<file path="src/rtl/rps_pkg.sv">
// Shared types and helpers for the postponed refresh scheduler.
// Assumes the limit field is wide enough to hold MAX_PEND.
package rps_pkg;

    typedef enum logic [1:0] {
        ST_WAIT = 2'd0,
        ST_REQ  = 2'd1,
        ST_BUSY = 2'd2
    } rps_state_e;

    // Map a programmed limit to the range 1..max_pend.
    function automatic logic [7:0] clamp_limit(input logic [7:0] cfg, input logic [7:0] max_pend);
        if (cfg == 8'd0)
            return 8'd1;
        else if (cfg > max_pend)
            return max_pend;
        else
            return cfg;
    endfunction

endpackage

</file>
<file path="src/rtl/rps_pend_ctr.sv">
// Backlog counter: counts ticks up, counts accepted refreshes down, and
// saturates at the effective limit. A tick in an accept cycle leaves it unchanged.
// Assumes dec_i is only asserted while the backlog is nonzero.
module rps_pend_ctr #(
    parameter int MAX_PEND = 8,
    parameter int PEND_W   = $clog2(MAX_PEND + 1)
) (
    input  logic              clk,
    input  logic              rst_n,
    input  logic              inc_i,
    input  logic              dec_i,
    input  logic [PEND_W-1:0] limit_i,
    output logic [PEND_W-1:0] pend_o,
    output logic              at_limit_o
);
    logic [PEND_W-1:0] pend_q;

    // Update the backlog on tick or accept.
    always_ff @(posedge clk) begin
        if (!rst_n) begin
            pend_q <= '0;
        end else begin
            unique case ({inc_i, dec_i})
                2'b10:   if (pend_q < limit_i) pend_q <= pend_q + PEND_W'(1);
                2'b01:   if (pend_q != '0)     pend_q <= pend_q - PEND_W'(1);
                default: pend_q <= pend_q;
            endcase
        end
    end

    assign pend_o     = pend_q;
    assign at_limit_o = (pend_q != '0) && (pend_q >= limit_i);

    p_pend_bound_r2: assert property (@(posedge clk) disable iff (!rst_n)
        pend_q <= PEND_W'(MAX_PEND));
    p_dec_one_r3: assert property (@(posedge clk) disable iff (!rst_n)
        (dec_i && !inc_i) |=> (pend_q == $past(pend_q) - PEND_W'(1)));
    p_tick_accept_hold_r3: assert property (@(posedge clk) disable iff (!rst_n)
        (dec_i && inc_i) |=> $stable(pend_q));
endmodule

</file>
<file path="src/rtl/rps_idle_mon.sv">
// Idle window monitor: counts consecutive cycles with both command buffers
// empty, saturating at its all-ones value. It restarts on any non-empty cycle
// and when an urgent refresh is accepted. Assumes threshold fits IDLE_W bits.
module rps_idle_mon #(
    parameter int IDLE_W = 4
) (
    input  logic              clk,
    input  logic              rst_n,
    input  logic              rd_empty_i,
    input  logic              wr_empty_i,
    input  logic              clr_i,
    input  logic [IDLE_W-1:0] thr_i,
    output logic              idle_ok_o
);
    localparam logic [IDLE_W-1:0] CNT_TOP = '1;

    logic              both_empty;
    logic [IDLE_W-1:0] cnt_q;

    assign both_empty = rd_empty_i && wr_empty_i;

    // Count consecutive idle cycles.
    always_ff @(posedge clk) begin
        if (!rst_n || !both_empty || clr_i)
            cnt_q <= '0;
        else if (cnt_q != CNT_TOP)
            cnt_q <= cnt_q + IDLE_W'(1);
    end

    assign idle_ok_o = both_empty && (cnt_q >= thr_i);

    p_restart_r4: assert property (@(posedge clk) disable iff (!rst_n)
        !both_empty |=> (cnt_q == '0));
endmodule

</file>
<file path="src/rtl/rps_issue_fsm.sv">
// Issue sequencer: decides when to request a refresh (idle window, backlog
// limit or self-refresh), holds the request until accepted, then waits a
// fixed busy interval. Assumes BUSY_CYCLES >= 1.
module rps_issue_fsm #(
    parameter int BUSY_CYCLES = 4,
    parameter int BUSY_W      = (BUSY_CYCLES > 1) ? $clog2(BUSY_CYCLES) : 1
) (
    input  logic clk,
    input  logic rst_n,
    input  logic have_pend_i,
    input  logic at_limit_i,
    input  logic idle_ok_i,
    input  logic sref_en_i,
    input  logic sref_act_i,
    input  logic ack_i,
    output logic req_o,
    output logic urgent_o,
    output logic accept_o
);
    import rps_pkg::*;

    localparam logic [BUSY_W-1:0] BUSY_LOAD = BUSY_W'(BUSY_CYCLES - 1);

    rps_state_e        state_q;
    logic [BUSY_W-1:0] busy_q;
    logic              urg_q;
    logic              go;
    logic              go_urgent;

    // Decide whether a refresh may be requested now.
    always_comb begin
        go_urgent = 1'b0;
        if (!have_pend_i)
            go = 1'b0;
        else if (sref_en_i)
            go = sref_act_i;
        else begin
            go        = idle_ok_i || at_limit_i;
            go_urgent = at_limit_i;
        end
    end

    assign accept_o = (state_q == ST_REQ) && ack_i;

    // Sequence wait, request and busy phases.
    always_ff @(posedge clk) begin
        if (!rst_n) begin
            state_q <= ST_WAIT;
            busy_q  <= '0;
            urg_q   <= 1'b0;
        end else begin
            unique case (state_q)
                ST_WAIT: if (go) begin
                    state_q <= ST_REQ;
                    urg_q   <= go_urgent;
                end
                ST_REQ: if (ack_i) begin
                    state_q <= ST_BUSY;
                    busy_q  <= BUSY_LOAD;
                    urg_q   <= 1'b0;
                end
                ST_BUSY: begin
                    if (busy_q == '0) state_q <= ST_WAIT;
                    else              busy_q  <= busy_q - BUSY_W'(1);
                end
                default: state_q <= ST_WAIT;
            endcase
        end
    end

    assign req_o    = (state_q == ST_REQ);
    assign urgent_o = urg_q;

    p_urgent_in_req_r7: assert property (@(posedge clk) disable iff (!rst_n)
        urgent_o |-> req_o);
    p_hold_req_r7: assert property (@(posedge clk) disable iff (!rst_n)
        (req_o && !ack_i) |=> req_o);
    p_drop_after_ack_r8: assert property (@(posedge clk) disable iff (!rst_n)
        (req_o && ack_i) |=> !req_o);
    p_sref_gate_r9: assert property (@(posedge clk) disable iff (!rst_n)
        $rose(req_o) |-> $past(!sref_en_i || sref_act_i));
endmodule

</file>
<file path="src/rtl/refresh_postpone_sched.sv">
// Postponed refresh scheduler top: wires the backlog counter, idle window
// monitor and issue sequencer. Assumes cfg fields are static while a request
// is outstanding and tick_i is a single-cycle pulse.
module refresh_postpone_sched #(
    parameter int MAX_PEND    = 8,
    parameter int IDLE_W      = 4,
    parameter int BUSY_CYCLES = 4,
    parameter int PEND_W      = $clog2(MAX_PEND + 1)
) (
    input  logic              clk,
    input  logic              rst_n,
    input  logic              tick_i,
    input  logic              rd_empty_i,
    input  logic              wr_empty_i,
    input  logic              sref_en_i,
    input  logic              sref_act_i,
    input  logic              ack_i,
    input  logic [PEND_W-1:0] cfg_max_i,
    input  logic [IDLE_W-1:0] cfg_idle_i,
    output logic              ref_req_o,
    output logic              urgent_o,
    output logic [PEND_W-1:0] pend_cnt_o
);
    import rps_pkg::*;

    logic [PEND_W-1:0] limit;
    logic              at_limit;
    logic              idle_ok;
    logic              accept;
    logic              urgent_int;

    assign limit = PEND_W'(clamp_limit(8'(cfg_max_i), 8'(MAX_PEND)));

    rps_pend_ctr #(.MAX_PEND(MAX_PEND), .PEND_W(PEND_W)) u_pend (
        .clk(clk), .rst_n(rst_n), .inc_i(tick_i), .dec_i(accept),
        .limit_i(limit), .pend_o(pend_cnt_o), .at_limit_o(at_limit)
    );

    rps_idle_mon #(.IDLE_W(IDLE_W)) u_idle (
        .clk(clk), .rst_n(rst_n), .rd_empty_i(rd_empty_i), .wr_empty_i(wr_empty_i),
        .clr_i(accept && urgent_int), .thr_i(cfg_idle_i), .idle_ok_o(idle_ok)
    );

    rps_issue_fsm #(.BUSY_CYCLES(BUSY_CYCLES)) u_fsm (
        .clk(clk), .rst_n(rst_n), .have_pend_i(pend_cnt_o != '0),
        .at_limit_i(at_limit), .idle_ok_i(idle_ok), .sref_en_i(sref_en_i),
        .sref_act_i(sref_act_i), .ack_i(ack_i), .req_o(ref_req_o),
        .urgent_o(urgent_int), .accept_o(accept)
    );

    assign urgent_o = urgent_int;

    p_req_needs_pend_r6: assert property (@(posedge clk) disable iff (!rst_n)
        ref_req_o |-> (pend_cnt_o != '0));
endmodule

</file>
<file path="config.mk">
export PLATFORM = sky130hd
export DESIGN_NAME = refresh_postpone_sched
export DESIGN_NICKNAME = d
export VERILOG_FILES = /design/src/rtl/rps_pkg.sv /design/src/rtl/rps_pend_ctr.sv /design/src/rtl/rps_idle_mon.sv /design/src/rtl/rps_issue_fsm.sv /design/src/rtl/refresh_postpone_sched.sv
export SDC_FILE = /design/constraint.sdc
export NUM_CORES = 1
export LEC_CHECK = 0
export ABC_AREA = 1
export BUFFER_PORTS_ARGS = -buffer_cell sky130_fd_sc_hd__buf_4
export CAP_MARGIN = 20
export CORE_MARGIN = 2
export CORE_UTILIZATION = 55
export CTS_BUF_LIST = sky130_fd_sc_hd__clkbuf_8
export DETAILED_ROUTE_END_ITERATION = 10
export GPL_ROUTABILITY_DRIVEN = 0
export PLACE_DENSITY = 0.87
export SETUP_SLACK_MARGIN = 0.2
export SKIP_LAST_GASP = 1
export SLEW_MARGIN = 30
export SYNTH_ARGS = -nofsm -noshare
export SYNTH_HDL_FRONTEND = slang
export SYNTH_SLANG_ARGS = --single-unit
export TNS_END_PERCENT = 1
</file>
<file path="constraint.sdc">
create_clock -name clk -period 2.35 [get_ports clk]
set_input_delay 0.3525 -clock clk [delete_from_list [all_inputs] [get_ports clk]]
set_output_delay 0.3525 -clock clk [all_outputs]
set_load 0.05 [all_outputs]
</file>
Word-level counts from Yosys, hierarchy flattened --
Cells that the tools add are included.
Operators by class: add/subtract/negate cells 4, multipliers 0, div/mod/pow operators 0, magnitude comparators 4, equal/unequal tests 11, shifts and indexed selects 0, muxes and demuxes 19, bitwise gates (word level) 0, reduce and logical (&&, ||, !) cells 21
Operator list (number):
- 2-to-1 mux 4 bit | 4
- AND reduction 3 bit | 4
- 2-to-1 mux 2 bit | 5
- adder 4 x 1 -> 4 bit, second input constant | 2
- >= comparator 4 bit | 2
- != test 2 x 1 -> 1 bit, second input constant | 4
- one-hot mux 4 bit (2 select lines) | 1
- 2-to-1 mux 1 bit | 6
- one-hot mux 2 bit (3 select lines) | 1
- nonzero test 2 bit | 3
- logical AND 1 bit | 5
- equality test 2 x 1 -> 1 bit, second input constant | 2
- equality test 2 bit, second input constant | 2
- > comparator 4 bit, second input constant | 1
- zero test 2 bit | 2
- zero test 4 bit | 1
- less-than comparator 4 bit | 1
- != test 2 bit, second input constant | 2
- != test 4 bit, second input constant | 1
- one-hot mux 2 bit (2 select lines) | 1
- nonzero test 4 bit | 1
- subtractor 4 x 1 -> 4 bit, second input constant | 1
- logical OR 1 bit | 3
- zero test 1 bit | 2
- 2 further kinds | 2
Storage, ports and cells: register bits 13, latch bits 0, RAM bits 0, bits in read-only memories 0, input bits 16, output and inout port bits 6, word-level logic and storage cells 64, memories kept 0

Logic depth before layout (Yosys ltp) --
Gate-level depths: netlist (run 1).
word-level depth 10, gate-level depth with buffers 15, depth with buffers taken out 15

Hierarchy --
A second synthesis (run 1) with hierarchy kept.
Second synthesis, totals: cells, all modules 176, area, all modules 1104.8 sq um
Modules (own cells, without submodules):
- rps_pend_ctr | instances 1, cells each 71, area each 432.9 sq um, sequential area each 80.1 sq um
- rps_idle_mon | instances 1, cells each 50, area each 335.3 sq um, sequential area each 80.1 sq um
- rps_issue_fsm | instances 1, cells each 40, area each 272.8 sq um, sequential area each 100.1 sq um
- refresh_postpone_sched | instances 1, cells each 15, area each 63.8 sq um, sequential area each 0.0 sq um

Least setup slack after synthesis (run 1) --
OpenSTA, ideal clock, no wires.
kind register to register, from register u_pend.pend_q[2] (netlist: u_pend.pend_o[2]), to register u_pend.pend_q[3] (netlist: u_pend.pend_o[3]), data arrival time 1.633 ns, setup slack 0.570 ns, stages on the path, launching flop included 8, clock period less this slack 1.780 ns, path through dfxtp_1 > ha_1 > a21oi_1 > nand2_1 > xor2_1 > nor2_4 > o21ai_1 > a21oi_1
On the way: word-level cells in the longest chain between the ends 3
RTL lines:
- start: declaration | RTL line rps_pend_ctr.sv:16 | logic [PEND_W-1:0] pend_q;
- start signal: assignment | RTL line rps_pend_ctr.sv:24 | 2'b10: if (pend_q < limit_i) pend_q <= pend_q + PEND_W'(1);
- start signal: assignment | RTL line rps_pend_ctr.sv:25 | 2'b01: if (pend_q != '0) pend_q <= pend_q - PEND_W'(1);
- start signal: assignment | RTL line rps_pend_ctr.sv:26 | default: pend_q <= pend_q;
- subtractor 4 x 1 -> 4 bit (tied with other cells) | RTL line rps_pend_ctr.sv:25
- 2-to-1 mux 4 bit (tied with other cells) | RTL line rps_pend_ctr.sv:25
- one-hot mux 4 bit (2 select lines) or AND reduction 3 bit (tied branches)
Several ways; a longest one is shown, not always the timed one. The select of a mux whose other input is x is not followed. A chain may end at the register's enable or synchronous reset.

Worst setup path after layout (run 1) --
from register u_fsm.state_q[1], to register u_pend.pend_q[3] (netlist: u_pend.pend_o[3])
On the way: word-level cells in the longest chain between the ends 5
RTL lines:
- start: declaration | RTL line rps_issue_fsm.sv:24 | rps_state_e state_q;
- start signal: assignment | RTL line rps_issue_fsm.sv:48 | state_q <= ST_WAIT;
- start signal: assignment | RTL line rps_issue_fsm.sv:54 | state_q <= ST_REQ;
- start signal: assignment | RTL line rps_issue_fsm.sv:58 | state_q <= ST_BUSY;
- equality test 2 x 1 -> 1 bit * | RTL line rps_issue_fsm.sv:43 | assign accept_o = (state_q == ST_REQ) && ack_i;
- logical AND 1 bit * | RTL line rps_issue_fsm.sv:43
- equality test 2 x 1 -> 1 bit or equality test 2 bit (tied branches) | RTL line rps_pend_ctr.sv:23 | unique case ({inc_i, dec_i})
- != test 2 x 1 -> 1 bit (no source line) or nonzero test 2 bit (tied branches)
- AND reduction 3 bit (no source line)
Mark *: on every way between the ends. The rest lies on a longest branch, timed or not.

==> results of run 1 <==
## placed cells by master (no fill, tap or decap), drive strengths merged, types with 2 or more instances in the layout
| cell type | netlist | layout |
|---|---|---|
| nor2 | 10 | 10 |
| inv | 30 | 30 |
| nand2 | 27 | 27 |
| dfxtp | 13 | 13 |
| a21oi | 12 | 12 |
| a211oi | 2 | 2 |
| o21ai | 5 | 5 |
| nor3 | 3 | 3 |
| nand3 | 13 | 13 |
| clkbuf | 0 | 3 |
| buf | 0 | 21 |
| ha | 14 | 14 |
## worst paths after layout
kind                                   end  slack [ps]
max          u_pend.pend_o[3]$_SDFFE_PN0P_         520
min reg2reg   u_fsm.busy_q[0]$_SDFFE_PN0P_         530
max reg2reg  u_pend.pend_o[3]$_SDFFE_PN0P_         520
min          u_fsm.state_q[0]$_SDFFE_PN0P_         390
## state kept, by name, indices dropped and copies added, names as in the netlist
signal and flops:
u_idle.cnt_q 4, u_pend.pend_o 4, u_fsm.busy_q 2, u_fsm.urgent_o 1
u_fsm.state_q 2
## power by group through the flow
stage                     Clock (uW)  Sequential, uW  Combinational (uW)
after floorplan                    0             304                 168
after global placement             0             263                 276
after detailed placement           0             264                 293
after CTS                        210             259                 294
after global routing             216             262                 323
final                            208             259                 293
## metrics by stage
| stage | std cells | total power [uW] | util, % | area [um2] |
|---|---|---|---|---|
| after floorplan | 137 | 471 | - | 995 |
| after CTS | 187 | 763 | 72.0 | 1230 |
| final | 187 | 760 | 72.0 | 1230 |
| after global routing | 187 | 801 | 72.0 | 1230 |
| after global placement | 183 | 538 | 69.3 | 1180 |
| after detailed placement | 183 | 557 | 69.3 | 1180 |
## worst max-delay path: cells and delay by family (launching register included)
family,cells,cell delay (ps)
buffers and inverters,1,70
AND/OR/NAND/NOR,4,320
XOR/XNOR,1,210
AO/OA/AOI/OAI,3,300
flip-flops,1,310
adder cells (fa/ha/maj),2,500
## cells by family (layout without fill, tap and decap cells)
logic type | Yosys count | after routing | share of synthesized area, %
buf+inv | 30 | 55 | 11.3
xor+xnor | 2 | 2 | 1.76
simple gates | 54 | 54 | 26.9
compound gates | 23 | 23 | 14.2
fa+ha+maj | 15 | 15 | 19.6
flops | 13 | 13 | 26.2
## cell usage after synthesis
cell	instances	area, um2
inv_1	26	97.6
nand2_1	24	90.1
ha_1	14	175
dfxtp_1	13	260
a21oi_1	11	55.1
nand3_1	9	45.0
nor2_1	8	30.0
inv_2	4	15.0
nand3_2	4	40.0
nor3_1	3	15.0
o21ai_1	3	15.0
a211oi_1	2	15.0
nand2_2	2	12.5
o21ai_0	2	10.0
a21oi_2	1	8.76
a31oi_1	1	6.26
fa_1	1	20.0
nand2_4	1	11.3
nand4_1	1	6.26
nor2_2	1	6.26
nor2_4	1	11.3
o211ai_2	1	12.5
o21a_1	1	7.51
o21bai_2	1	11.3
xnor2_1	1	8.76
xor2_1	1	8.76
## metal layers
layer  up-vias  wire [um]  part of all wire (%)  global-route usage, %
met4         0         31                   1.4                   8.00
met3         4         89                   4.0                   6.27
met5         -          0                     0                      0
li1        491          -                     -                      -
met2        18       1240                    57                   50.0
met1       432        832                    38                   23.6
## layout make-up
cell class | instances | share of cell area, %
repair buffers | 21 | 12.8
flip-flops and latches | 13 | 21.2
multi-input cells | 94 | 50.6
clock inverters | 1 | 0.407
inverters | 30 | 9.16
clock buffers | 3 | 3.36
well taps | 25 | 2.54
==> reports/metrics.yaml, run 1 <==
synth_nets: 168
worstPathRequired_ps: 2480
cts_setup_buffers: 0
cp.arrival_ps: 1970
power_density_nw_per_um2: 618
overflow: 0
worst_hold_slack_ps: 390
internal-power_uw: 467
finalHoldViolCount: 0
p_switching_uw: 293
synth-seq-cells: 13
final-max-slew-violation-count: 0
portBuffers: 21
yosysUniqueCellTypes: 26
num_vias: 945
cp_slowest_cell: "dfxtp_1"
relSlewSlack_pct: 84.4
tns_ps: 0
start_kind: "flop"
grt_max_degree: 9
clock_latency_ps: 250
grt_pass1_vias: 952
avgSynthCellArea_um2: 7.26
postCtsHoldBufs: 0
yosysWarnings: 0
start_util_pct: 58.2
swShare_pct: 38.6
fin_worst_skew_ps: 1.06
cpPeakStageDelay_ps: 310
area_growth_pct: 23.6
pwr-share-comb_pct: 38.5
timing.rr.start: "u_fsm.state_q[1]$_SDFFE_PN0P_"
cts_sinks: 13
worstHoldStart: "ack_i"
die_y_um: 46.5
grt_pass1_wl_mm: 3.78
crit_path_max_fanout: 3
synth_area_um2: 995
clk_pin_slew_ps: 60
finalWirelength_mm: 2.20
setup_violations: 0
route.detailed.drc: 0
maxCapViolCount: 0
drive_gt1_share_pct: 25.3
synthCells: 137
clock_tree.root_cell: "clkbuf_8"
multiInputGateArea_um2: 622
grt_usage_pct: 24.8
h-tree-depth: 1
synth-seq-area-share_pct: 26.2
numCtsBuffers: 3
wl_per_cell_um: 11.8
rsz0062_at_grt: "false"
hold_depth: 4
ctsResizeCount: 0
vias_per_cell: 5.05
first_iter_violations: 10
die_x_um: 46.5
status: "finished clean"
cts_tree: "built"
setup.worst_path.class: "reg2reg"
period_share_pct: 78.0
worst-r2r-cell-count: 11
final_net_count: 194
cts.path.max_buffers: 2
dieArea_um2: 2160
pin_count: 22
leakagePower_uw: 0.000657
power_frac_seq_pct: 34.1
p_clk_share_pct: 27.4
min_period_ps: 1830
peakVddDrop_uv: 582
antennaDiodeCount: 0
ant_nets: 0
core_um2: 1710
fill_cells: 129
fin_ws_ps: 517
min_path_type: "in2reg"
tightest_slew_ps: 234
fmax_mhz: 546
post-dp-hpwl_mm: 1.84
crit_start: "u_fsm.state_q[1]$_SDFFE_PN0P_"
first_pass_iters: 4
regArea_um2: 260
crit_chain: "inv_1, nand2_1, nor2_2, ha_1, ha_1, a21oi_1, nand2_1, xor2_1, nor2_4, o21ai_1, a21oi_1"
pre_cts_slack_ps: 440
cp-end-kind: "flop"
antenna_found_initial: 0
rows: 15
(Power assumes the default switching activity.)
==> run 2, diff against run 1 <==
--- a/config.mk
+++ b/config.mk
@@ -9,11 +9,11 @@
 export BUFFER_PORTS_ARGS = -buffer_cell sky130_fd_sc_hd__buf_4
 export CAP_MARGIN = 20
 export CORE_MARGIN = 2
-export CORE_UTILIZATION = 55
+export CORE_UTILIZATION = 50
 export CTS_BUF_LIST = sky130_fd_sc_hd__clkbuf_8
 export DETAILED_ROUTE_END_ITERATION = 10
 export GPL_ROUTABILITY_DRIVEN = 0
-export PLACE_DENSITY = 0.87
+export PLACE_DENSITY = 0.83
 export SETUP_SLACK_MARGIN = 0.2
 export SKIP_LAST_GASP = 1
 export SLEW_MARGIN = 30
==> constraint.sdc (replaced) <==
create_clock -name clk -period 1.5 [get_ports clk]
set_input_delay 0.225 -clock clk [delete_from_list [all_inputs] [get_ports clk]]
set_output_delay 0.225 -clock clk [all_outputs]
set_load 0.05 [all_outputs]
==> run 2 against run 1 <==
Compared with the run above: the flow now finishes with violations (negative setup slack); hold slack worse by 120 ps; maximum frequency up 6.6%; wire length rose by 1.9%; total power up 64%; clock-buffer cell count stayed put; clock skew grew 2.8 ps; final area grew 12%; sequential share of layout area down 1.8 points; global-route usage is 4.7 points lower; clock power rose by 52%; register-to-register slack worse by 740 ps; non-clock buffer count up 10; highest routed layer unchanged.
==> reports/metrics.yaml, run 2 (same netlist as run 1, synthesis figures left out) <==
ant_nets: 0  # unchanged
grt_usage_pct: 20.2  # -4.7 points
antenna_found_initial: 0  # unchanged
cp.arrival_ps: 1850  # -120 ps
min_period_ps: 1720  # -114 ps
area_growth_pct: 39.0
cts_sinks: 13  # unchanged
start_util_pct: 51.8  # -6.5 points
grt_pass1_vias: 919  # -3.5%
finalWirelength_mm: 2.24  # +1.9%
timing.rr.start: "u_fsm.state_q[1]$_SDFFE_PN0P_"
setup_violations: 5  # +5
crit_chain: "inv_2, nand2_4, nor2_4, ha_4, buf_6, inv_4, fa_2, nand3_2, nand2_1, a21oi_2"
die_x_um: 48.6  # +4.5%
fin_worst_skew_ps: 3.87  # +2.80 ps
route.detailed.drc: 0  # unchanged
worstHoldStart: "rst_n"
die_y_um: 48.6  # +4.5%
final-max-slew-violation-count: 0  # unchanged
cts_tree: "built"
crit_family: "adder cells"
worst-r2r-cell-count: 10  # -1
fin_util_pct: 71.9  # -0.075 points
cts.path.max_buffers: 2  # unchanged
first_iter_violations: 20  # +10
vias_per_cell: 4.93  # -2.5%
clock_latency_ps: 240  # about the same
period_share_pct: 115  # +37 points
power_density_nw_per_um2: 900  # +46%
layout_common_cells: "buf_4, inv_1, nand2_1"
start_kind: "flop"
num_vias: 981  # +3.8%
cp_num_buf_inv: 3  # +2
numCtsBuffers: 3  # unchanged
clock_tree.root_cell: "clkbuf_8"
finalHoldViolCount: 0  # unchanged
hold_depth: 3  # -1
portBuffers: 21  # unchanged
setup.worst_path.class: "reg2reg"
pin_count: 22  # unchanged
clk_pin_slew_ps: 60  # about the same
crit_path_max_fanout: 3  # unchanged
cp_slowest_cell: "fa_2"
maxCapViolCount: 0  # unchanged
wl_per_cell_um: 11.3  # -4.3%
h-tree-depth: 1  # unchanged
antennaDiodeCount: 0  # unchanged
cpPeakStageDelay_ps: 530  # +220 ps
core_um2: 1920  # +13%
tightest_slew_ps: 237  # +3.34 ps
mostFrequentLayoutCell: "buf_4"
drive_gt1_share_pct: 39.0  # +14 points
r2r_end: "u_pend.pend_o[1]$_SDFFE_PN0P_"
violations: "negative setup slack"
dieArea_um2: 2360  # +9.1%
r2r_slack_ps: -220  # -740 ps
rows: 16  # +1
min_path_type: "in2reg"
post-dp-hpwl_mm: 1.77  # -3.7%
crit_cells: 10  # -1
cp-end-kind: "flop"
rsz0062_at_grt: "true"
worstPathRequired_ps: 1630  # -850 ps
first_pass_iters: 4  # unchanged
fin_ws_ps: -219  # -736 ps
tns_ps: -734  # -734 ps
final_net_count: 204  # +5.2%
relSlewSlack_pct: 84.2  # -0.22 points
hold_end: "u_fsm.urgent_o$_SDFFE_PN0P_"
fill_cells: 159  # +23%
status: "finished with violations"
overflow: 0  # unchanged
leakagePower_uw: 0.000715  # +8.8%
fmax_mhz: 582  # +6.6%
grt_pass1_wl_mm: 3.77  # -0.37%
grt_max_degree: 9  # unchanged
peakVddDrop_uv: 733  # +26%
-- run 2: per-layer routing --
layer / wire length [um] / track usage [%] / part of all wire (%)
met4: 21 / 5.71 / 0.94
met5: 0 / 0 / 0
met2: 1190 / 37.9 / 53
met1: 907 / 22.3 / 41
met3: 118 / 4.94 / 5.3
-- run 2: timing repair --
item / in CTS / in global routing
buffers inserted: 1 / 1
gates resized for setup: 2 / 5
pin swaps: 6 / 5
hold buffers: 0 / 0
setup endpoints to repair: 6 / 6
-- run 2: final cells by class --
| class | instances | area (um2) | area share [%] |
|---|---|---|---|
| timing repair buffer | 31 | 236 | 17.1 |
| clock inverter | 1 | 3.75 | 0.271 |
| inverter | 30 | 115 | 8.33 |
| clock buffer | 3 | 41.3 | 2.99 |
| tap | 27 | 33.8 | 2.44 |
| multi-input combinational | 94 | 684 | 49.5 |
| sequential | 13 | 268 | 19.4 |
-- run 2: worst max path at each step --
stage                                                to  slack (ps)                     startpoint
after floorplan           u_pend.pend_o[3]$_SDFFE_PN0P_        -150  u_fsm.state_q[1]$_SDFFE_PN0P_
after global placement    u_pend.pend_o[3]$_SDFFE_PN0P_        -240                   cfg_max_i[0]
after detailed placement  u_pend.pend_o[3]$_SDFFE_PN0P_        -350                   cfg_max_i[0]
after CTS                 u_pend.pend_o[3]$_SDFFE_PN0P_        -160  u_fsm.state_q[1]$_SDFFE_PN0P_
after global routing      u_pend.pend_o[1]$_SDFFE_PN0P_        -310  u_fsm.state_q[1]$_SDFFE_PN0P_
final                     u_pend.pend_o[1]$_SDFFE_PN0P_        -220  u_fsm.state_q[1]$_SDFFE_PN0P_
-- run 2: report_power, final --
part	internal [uW]	switching, uW	leakage, uW
combinational	207	308	0.000579
clock	181	135	0.0000269
sequential	382	31.7	0.000108
total	770	475	0.000715
-- run 2: worst register-to-register path: stages (launching register included) --
cell	delay [ps]
dfxtp_2	320
inv_2	70
nand2_4	50
nor2_4	130
ha_4	180
buf_6	110
inv_4	30
fa_2	530
nand3_2	50
nand2_1	100
a21oi_2	40
-- run 2: stage by stage --
stage / setup WS [ps] / hold WS, ps / instance area (um2) / std cells / power [uW]
6_report: -219 / 267 / 1380 / 199 / 1240
4_1_cts: -156 / 259 / 1360 / 198 / 1230
3_5_place_dp: -346 / 473 / 1300 / 193 / 911
2_1_floorplan: -146 / 341 / 1050 / 137 / 759
5_1_grt: -315 / 294 / 1380 / 199 / 1320
3_3_place_gp: -236 / 470 / 1300 / 193 / 891
==> run 3, diff against run 2 <==
--- a/config.mk
+++ b/config.mk
@@ -6,6 +6,7 @@
 export NUM_CORES = 1
 export LEC_CHECK = 0
 export ABC_AREA = 1
+export ABC_CLOCK_PERIOD_IN_PS = 1500
 export BUFFER_PORTS_ARGS = -buffer_cell sky130_fd_sc_hd__buf_4
 export CAP_MARGIN = 20
 export CORE_MARGIN = 2
@@ -13,7 +14,7 @@
 export CTS_BUF_LIST = sky130_fd_sc_hd__clkbuf_8
 export DETAILED_ROUTE_END_ITERATION = 10
 export GPL_ROUTABILITY_DRIVEN = 0
-export PLACE_DENSITY = 0.83
+export PLACE_DENSITY = 0.82
 export SETUP_SLACK_MARGIN = 0.2
 export SKIP_LAST_GASP = 1
 export SLEW_MARGIN = 30
==> run 3 against run 2 <==
Compared with the run above: the run still ends with negative setup slack left; sequential power about the same; wire length decreased by 2.3%; non-clock buffer count unchanged; critical path depth increased by 1; first-iteration DRC count decreased by 45%; critical path type unchanged; sequential share of layout area increased by 0.28 points; die area unchanged; clock-buffer cell count unchanged; via count unchanged; largest power group unchanged; register-to-register slack improved by 80 ps; sequential cell count unchanged.
==> reports/metrics.yaml, run 3 (same netlist as run 1, synthesis figures left out) <==
fin_total_pwr_uw: 1220  # -1.9%
peakVddDrop_uv: 974  # +33%
finalHoldViolCount: 0  # unchanged
relSlewSlack_pct: 84.3  # +0.13 points
first_pass_iters: 4  # unchanged
leakagePower_uw: 0.000712  # -0.40%
final-max-slew-violation-count: 0  # unchanged
grt_pass1_vias: 1055  # +15%
mostFrequentLayoutCell: "buf_4"
core_um2: 1920  # unchanged
min_path_type: "in2reg"
dieArea_um2: 2360  # unchanged
finalWirelength_mm: 2.19  # -2.3%
grt_max_degree: 9  # unchanged
status: "finished with violations"
start_kind: "flop"
min_period_ps: 1640  # -81.3 ps
tightest_slew_ps: 235  # -1.95 ps
clock_tree.root_cell: "clkbuf_8"
cts_sinks: 13  # unchanged
num_vias: 981  # unchanged
fmax_mhz: 610  # +5.0%
power_density_nw_per_um2: 896  # -0.48%
worst_hold_slack_ps: 271  # +3.60 ps
period_share_pct: 109  # -5.4 points
placedCellCount: 193  # unchanged
grt_usage_pct: 21.8  # +1.6 points
final_cells: 199  # unchanged
cp.arrival_ps: 1770  # -80 ps
maxCapViolCount: 0  # unchanged
setup.worst_path.class: "reg2reg"
worst-r2r-cell-count: 11  # +1
fin_ws_ps: -138  # +81.3 ps
hold_depth: 3  # unchanged
cts.path.max_buffers: 2  # unchanged
final_net_count: 204  # unchanged
violations: "negative setup slack"
cts_tree: "built"
clk_pin_slew_ps: 60  # about the same
first_iter_violations: 11  # -45%
die_x_um: 48.6  # unchanged
post-dp-hpwl_mm: 1.77  # about the same
layout_common_cells: "buf_4, inv_1, nand2_1"
antenna_found_initial: 0  # unchanged
numCtsBuffers: 3  # unchanged
pin_count: 22  # unchanged
overflow: 0  # unchanged
h-tree-depth: 1  # unchanged
fin_worst_skew_ps: 3.52  # -0.346 ps
rows: 16  # unchanged
route.detailed.drc: 0  # unchanged
clock_latency_ps: 240  # about the same
wl_per_cell_um: 11.0  # -2.3%
portBuffers: 21  # unchanged
cp-end-kind: "flop"
setup_violations: 4  # -1
antennaDiodeCount: 0  # unchanged
start_util_pct: 51.8  # unchanged
rsz0062_at_grt: "true"
ant_nets: 0  # unchanged
grt_pass1_wl_mm: 4.10  # +8.8%
die_y_um: 48.6  # unchanged
vias_per_cell: 4.93  # unchanged
worstPathRequired_ps: 1630  # about the same
area_growth_pct: 37.0
drive_gt1_share_pct: 36.6  # -2.3 points
crit_path_max_fanout: 3  # unchanged
run 3: cell counts in the layout (fill, tap and decap cells not counted):
No cell type changed its count.
run 3: path summary, 6_finish.rpt:
kind | from | end | slack (ps)
setup / recovery | u_fsm.state_q[1]$_SDFFE_PN0P_ | u_pend.pend_o[3]$_SDFFE_PN0P_ | -140
hold / removal | rst_n | u_fsm.urgent_o$_SDFFE_PN0P_ | 270
setup reg to reg | u_fsm.state_q[1]$_SDFFE_PN0P_ | u_pend.pend_o[3]$_SDFFE_PN0P_ | -140
hold reg to reg | u_fsm.busy_q[0]$_SDFFE_PN0P_ | u_fsm.busy_q[0]$_SDFFE_PN0P_ | 490
run 3: layout make-up:
cell class              count  area, um2
repair buffers             31        233
clock buffers               3       41.3
multi-input cells          94        671
inverters                  30        113
well taps                  27       33.8
flip-flops and latches     13        268
clock inverters             1       3.75
fillers                   157        559
run 3: metal layers:
layer  track usage [%]  share of wire (%)  routed length [um]  up-vias
met5                 0                  0                   0        -
met3              5.86                4.7                 103        4
met4              4.29               0.73                  16        0
li1                  -                  -                   -      512
met1              22.1                 39                 857      446
met2              43.6                 55                1210       19
run 3: critical path, stage by stage (launching register included):
cell     delay (ps)
dfxtp_2         320
inv_2            70
nand2_4          60
nor2_4          100
ha_4            170
ha_4            210
a21oi_2         120
nand2_1          80
xor2_2          170
nor2_4           50
o21ai_1         130
a21oi_1          50
run 3: repair_timing:
item / 4_1_cts / 5_1_grt
endpoints found under the setup margin: 6 / 7
hold buffers: 0 / 0
setup buffers: 2 / 0
gates cloned: 0 / 0
gates resized for setup: 1 / 0
pin swaps: 6 / 0
run 3: power breakdown:
group,internal [uW],switching (uW),total (uW)
registers,382,32.3,414
clock network,181,125,306
logic,201,299,500
total,764,457,1220
run 3: per-stage QoR:
stage               util (%)  cell area (um2)  setup TNS (ps)  setup slack [ps]
floorplan                  -             1050            -242              -146
global placement        67.5             1300            -927              -231
detailed placement      67.5             1300           -1220              -288
CTS                     70.9             1360            -306              -142
global route            70.9             1360            -825              -239
finish                  70.9             1360            -277              -138
